File: src/rtl/vpull_cs_pkg.sv
package vpull_cs_pkg;

    typedef enum logic [1:0] {
        RG_NONE = 2'd0,
        RG_RAM  = 2'd1,
        RG_ROM  = 2'd2,
        RG_IO   = 2'd3
    } region_e;

endpackage

File: src/rtl/vpull_region_decode.sv
module vpull_region_decode
    import vpull_cs_pkg::*;
#(
    parameter int                ADDR_W    = 16,
    parameter int                NUM_IO    = 8,
    parameter int                SLOT_BITS = 5,
    parameter logic [ADDR_W-1:0] RAM_LAST  = 16'h7FFF,
    parameter logic [ADDR_W-1:0] IO_BASE   = 16'hFF00,
    parameter logic [ADDR_W-1:0] IO_LAST   = 16'hFFF9,
    localparam int               IO_IDX_W  = (NUM_IO > 1) ? $clog2(NUM_IO) : 1
) (
    input  logic [ADDR_W-1:0]   addr,
    input  logic                rw_n,
    input  logic                vp_n,
    output region_e             region,
    output logic [IO_IDX_W-1:0] slot
);

    logic [ADDR_W-1:0] io_off;
    logic              in_window;

    always_comb begin
        io_off    = addr - IO_BASE;
        in_window = (addr >= IO_BASE) && (addr <= IO_LAST);
        slot      = IO_IDX_W'(io_off >> SLOT_BITS);

        if (addr <= RAM_LAST) begin
            region = RG_RAM;
        end else if (in_window && vp_n) begin
            region = RG_IO;
        end else if (rw_n) begin
            region = RG_ROM;
        end else begin
            region = RG_NONE;
        end
    end

endmodule

File: src/rtl/vpull_prio_enc.sv
module vpull_prio_enc #(
    parameter int  NUM_SRC = 8,
    localparam int SRC_W   = (NUM_SRC > 1) ? $clog2(NUM_SRC) : 1
) (
    input  logic [NUM_SRC-1:0] pend,
    output logic               any,
    output logic [SRC_W-1:0]   idx
);

    always_comb begin
        any = |pend;
        idx = '0;
        for (int i = NUM_SRC - 1; i >= 0; i--) begin
            if (pend[i]) begin
                idx = SRC_W'(i);
            end
        end
    end

endmodule

File: src/rtl/vpull_cs_decoder.sv
module vpull_cs_decoder
    import vpull_cs_pkg::*;
#(
    parameter int  ADDR_W    = 16,
    parameter int  NUM_IO    = 8,
    parameter int  SLOT_BITS = 5,
    parameter int  NUM_SRC   = 8,
    parameter int  REMAP_LSB = 1,
    parameter bit  REMAP_EN  = 1'b1,
    localparam int IO_IDX_W  = (NUM_IO > 1) ? $clog2(NUM_IO) : 1,
    localparam int SRC_W     = (NUM_SRC > 1) ? $clog2(NUM_SRC) : 1
) (
    input  logic               clk,
    input  logic               rst_n,
    input  logic               phi2_en,
    input  logic [ADDR_W-1:0]  addr,
    input  logic               rw_n,
    input  logic               vp_n,
    input  logic [NUM_SRC-1:0] irq_pend,
    output logic               sel_ram,
    output logic               sel_rom,
    output logic [NUM_IO-1:0]  sel_io,
    output logic [ADDR_W-1:0]  mem_addr
);

    typedef struct packed {
        logic              ram;
        logic              rom;
        logic [NUM_IO-1:0] io;
        logic [ADDR_W-1:0] maddr;
    } out_t;

    region_e             region;
    logic [IO_IDX_W-1:0] slot;
    logic                src_any;
    logic [SRC_W-1:0]    src_idx;
    logic [NUM_IO-1:0]   io_hot;
    logic [ADDR_W-1:0]   maddr_c;
    out_t                st_d, st_q;

    vpull_region_decode #(
        .ADDR_W    (ADDR_W),
        .NUM_IO    (NUM_IO),
        .SLOT_BITS (SLOT_BITS)
    ) u_region (
        .addr   (addr),
        .rw_n   (rw_n),
        .vp_n   (vp_n),
        .region (region),
        .slot   (slot)
    );

    vpull_prio_enc #(
        .NUM_SRC (NUM_SRC)
    ) u_prio (
        .pend (irq_pend),
        .any  (src_any),
        .idx  (src_idx)
    );

    for (genvar g = 0; g < NUM_IO; g++) begin : g_io
        assign io_hot[g] = (region == RG_IO) && (slot == IO_IDX_W'(g));
    end

    if (REMAP_EN) begin : g_remap
        always_comb begin
            maddr_c = addr;
            if (!vp_n && src_any) begin
                maddr_c[REMAP_LSB +: SRC_W] = src_idx;
            end
        end
    end else begin : g_pass
        assign maddr_c = addr;
    end

    always_comb begin
        st_d = st_q;
        if (phi2_en) begin
            st_d.ram   = (region == RG_RAM);
            st_d.rom   = (region == RG_ROM);
            st_d.io    = io_hot;
            st_d.maddr = maddr_c;
        end
    end

    always_ff @(posedge clk or negedge rst_n) begin
        if (!rst_n) begin
            st_q <= '0;
        end else begin
            st_q <= st_d;
        end
    end

    assign sel_ram  = st_q.ram;
    assign sel_rom  = st_q.rom;
    assign sel_io   = st_q.io;
    assign mem_addr = st_q.maddr;

    // never two selects together
    a_r7_at_most_one: assert property (@(posedge clk) disable iff (!rst_n)
        $onehot0({sel_ram, sel_rom, sel_io}));

    // a qualified read always lands on exactly one device
    a_r7_read_hits_one: assert property (@(posedge clk) disable iff (!rst_n)
        (phi2_en && rw_n) |=> ($countones({sel_ram, sel_rom, sel_io}) == 1));

    // writes above RAM outside the I/O window select nothing
    a_r4_rom_write_none: assert property (@(posedge clk) disable iff (!rst_n)
        (phi2_en && !rw_n && addr[ADDR_W-1] && !(vp_n && addr[ADDR_W-1:8] == '1 && addr[7:0] <= 8'hF9))
        |=> ({sel_ram, sel_rom, sel_io} == '0));

    // vector-pull read in the top page goes to ROM
    a_r6_vpull_rom: assert property (@(posedge clk) disable iff (!rst_n)
        (phi2_en && rw_n && !vp_n && addr[ADDR_W-1:8] == '1) |=> (sel_rom && sel_io == '0));

    // unqualified edges hold every output
    a_r8_hold: assert property (@(posedge clk) disable iff (!rst_n)
        !phi2_en |=> ($stable(sel_ram) && $stable(sel_rom) && $stable(sel_io) && $stable(mem_addr)));

    // no remap outside vector pulls
    a_r10_passthru: assert property (@(posedge clk) disable iff (!rst_n)
        (phi2_en && vp_n) |=> (mem_addr == $past(addr)));

endmodule

File: config.mk
export PLATFORM = sky130hd
export DESIGN_NAME = vpull_cs_decoder
export DESIGN_NICKNAME = d
export VERILOG_FILES = /design/src/rtl/vpull_cs_pkg.sv /design/src/rtl/vpull_region_decode.sv /design/src/rtl/vpull_prio_enc.sv /design/src/rtl/vpull_cs_decoder.sv
export SDC_FILE = /design/constraint.sdc
export NUM_CORES = 1
export LEC_CHECK = 0
export BUFFER_PORTS_ARGS = -buffer_cell sky130_fd_sc_hd__buf_2
export CORE_ASPECT_RATIO = 1.1
export CORE_MARGIN = 2
export CORE_UTILIZATION = 41
export CTS_CLUSTER_SIZE = 20
export DETAILED_ROUTE_END_ITERATION = 10
export PLACE_DENSITY = 0.74
export SLEW_MARGIN = 0
export SYNTH_ARGS = -nofsm -noshare
export SYNTH_HDL_FRONTEND = slang
export SYNTH_SLANG_ARGS = --single-unit
File: constraint.sdc
create_clock -name clk -period 0.8 [get_ports clk]
set_input_delay 0.04 -clock clk [delete_from_list [all_inputs] [get_ports clk]]
set_output_delay 0.04 -clock clk [all_outputs]
set_load 0.02 [all_outputs]
==> results.ini <==
[synthesis]
synth.most_common_cell=dfrtp_1
yosys-top-cells-count=dfrtp_1, inv_1, mux2_2
synth_fp_nets=134
ys.flop_type=dfrtp_1
yosys_register_bits=26
synth_edf_count=0
yosysTopAreaCellShare_pct=54.1
yosys.area.top_type=dfrtp_1
yosys_warnings=0
synth_area_mm2=0.00120
yosys-top-cells-area=dfrtp_1, mux2_2, mux2_1
synth_cells=105
syn_area_per_cell_um2=11.5
yosysSeqAreaShare_pct=54.1
async_flop_share_pct=100
ys_types=32

[global_route]
grt_overflow_total=0
grt_pass1_wl_um=5200
grt_max_degree=21
grt_antenna_before_repair=0
globalRouteTotalUtil_pct=20.0
grt_pass1_vias=1185

[timing]
setup_tns_ps=-3650
fmax_mhz=1050
tightest_slew_ps=519
setup_violations=33
skew_ps=0
rsz0062_at_grt=true
layout_setup_ws_ps=-156
drv_slew=0
fin_crit_ps=956
slew_headroom_pct=65.0
hold_ws_ps=19.1
finalCritPeriodShare_pct=119
final_hold_viol_count=0

[critical_path]
worstPathCellList=buf_6
crit_required_ps=760
arrival_ps=920
crit_slowest_cell=dfrtp_2
cp_max_fo=2
setup.worst_path.end_class=primary output
cp_top_family=flip-flops
worstReg2RegEnd=mem_addr[14]$_DFFE_PN0P_
start_kind=flip-flop
r2r_start=mem_addr[14]$_DFFE_PN0P_
critPathMaxStageDelay_ps=450
r2r_slack_ps=-130
r2r_cells=2
worstSetupPathType=flip-flop to primary output
path_buf_inv=1

[routing]
drc=0
drtIter0Drc=23
wirelength_um=3590
vias_per_cell=5.02
drtAntennaViolNets=0
dr_total_vias=1159
first_pass_iters=4
wl_per_cell_um=15.5

[floorplan]
start_util_pct=43.3
core_area_mm2=0.00278
rows=20
die_h_um=60.8
dieArea_mm2=0.00338
die_x_um=55.6
ios=55

[power]
p_per_area_mw_per_mm2=1420
p_comb_share_pct=28.3
p_total_mw=3.01
pwr-share-seq_pct=49.3
p_sw_share_pct=28.3
p_int_mw=2.16
p_leak_nw=0.996
clkPwrFrac_pct=22.4
max-vdd-ir-drop_v=0.00116
switching_power_mw=0.851

[clocking]
clockRootBuffer=clkbuf_4
cts.path.max_buffers=2
clock_sinks=26
htree_levels=1
clkTransAtPathRegs_ps=150
clk_latency_ps=310
cts_inserted_buffers=3
cts_tree=built

[finish]
fill_cells=169
fin_util_pct=76.1
drive_above_1_share_pct=57.1
synthToLayoutAreaGrowth_pct=75.9
nets=228
multi_input_area_um2=526
fin_cells=231
seqCellArea_um2=661
stdcell_area_mm2=0.00211
n_antenna_cell=0

[placed_design]
dpl.hpwl_um=2270
pre_cts_slack_ps=-256
dp_cells=204
port_buffers=54
gp_congestion=0.800
placed_area_mm2=0.00167

[worst_hold_path]
holdCritStartpoint=addr[15]
hp-class=input pin to flip-flop
hold_depth=3
whs_endpoint=sel_ram$_DFFE_PN0P_

[flow_run]
maxCapViolations=0

[run_status]
failed_checks=negative setup slack
status=complete, but fails checks

[how the worst max path moves through the flow]
stage                            start                 endpoint  slack, ps  depth (start not counted)
6_report       mem_addr[9]$_DFFE_PN0P_              mem_addr[9]       -160                          1
5_1_grt        mem_addr[2]$_DFFE_PN0P_              mem_addr[2]       -200                          1
4_1_cts        mem_addr[1]$_DFFE_PN0P_              mem_addr[1]       -140                          1
3_5_place_dp               irq_pend[6]  mem_addr[2]$_DFFE_PN0P_       -260                          5
3_3_place_gp                  addr[14]      sel_rom$_DFFE_PN0P_       -160                          5
2_1_floorplan      sel_rom$_DFFE_PN0P_      sel_rom$_DFFE_PN0P_        -90                          2
[area by class of cell]
cell class,count,area share (%)
Sequential cell,26,31.2
Tap cell,33,1.95
Clock buffer,4,1.72
Multi-Input combinational cell,62,24.9
Inverter,13,2.31
Timing Repair Buffer,93,37.9
[registers in the layout (all words and copies together) (netlist names)]
signal	count
sel_rom	1
sel_io	8
sel_ram	1
mem_addr	16
[power groups by stage]
stage	clock (mW)	combinational (mW)	sequential, mW
2_1_floorplan	0	0.168	1.60
3_3_place_gp	0	0.603	1.47
3_5_place_dp	0	0.621	1.48
4_1_cts	0.679	0.779	1.48
5_1_grt	0.767	0.905	1.49
6_report	0.675	0.852	1.48
[logic make-up (layout without fill, tap and decap cells)]
logic type | after synthesis | count (layout) | synth area share, %
buffers and inverters | 17 | 110 | 5.72
multiplexers | 13 | 13 | 12.1
flip-flops | 26 | 26 | 54.1
AO/OA/AOI/OAI | 21 | 21 | 12.7
AND/OR/NAND/NOR | 28 | 28 | 15.4
[repair_timing]
action / 4_1_cts / 5_1_grt
setup buffers: 4 / 5
gates resized for setup: 52 / 13
pin swaps: 0 / 1
endpoints found under the hold margin: 40 / 0
hold buffers: 14 / 0
endpoints found under the setup margin: 28 / 38
[layout by cell type, fill, tap and decap left out, drive strengths merged, types with 2 or more instances in the layout]
| cell type | count |
|---|---|
| buf | 79 |
| dfrtp | 26 |
| dlygate4sd3 | 14 |
| inv | 13 |
| mux2 | 12 |
| nor2 | 6 |
| o21ai | 6 |
| nand2 | 5 |
| o22ai | 5 |
| clkbuf | 4 |
| nand3 | 3 |
| nand4 | 3 |
| nor4 | 3 |
| nand2b | 2 |
| nand4b | 2 |
| nor3 | 2 |
| nor2b | 2 |
[per-layer routing]
metal | vias to the layer above | GRT usage [%] | part of all wire, %
met5 | - | 0 | 0
met1 | 547 | 22.4 | 39
met3 | 10 | 2.35 | 4.6
met2 | 38 | 39.6 | 54
li1 | 564 | - | -
met4 | 0 | 6.97 | 2.8
Note: power is estimated with default switching activity, not from simulation.
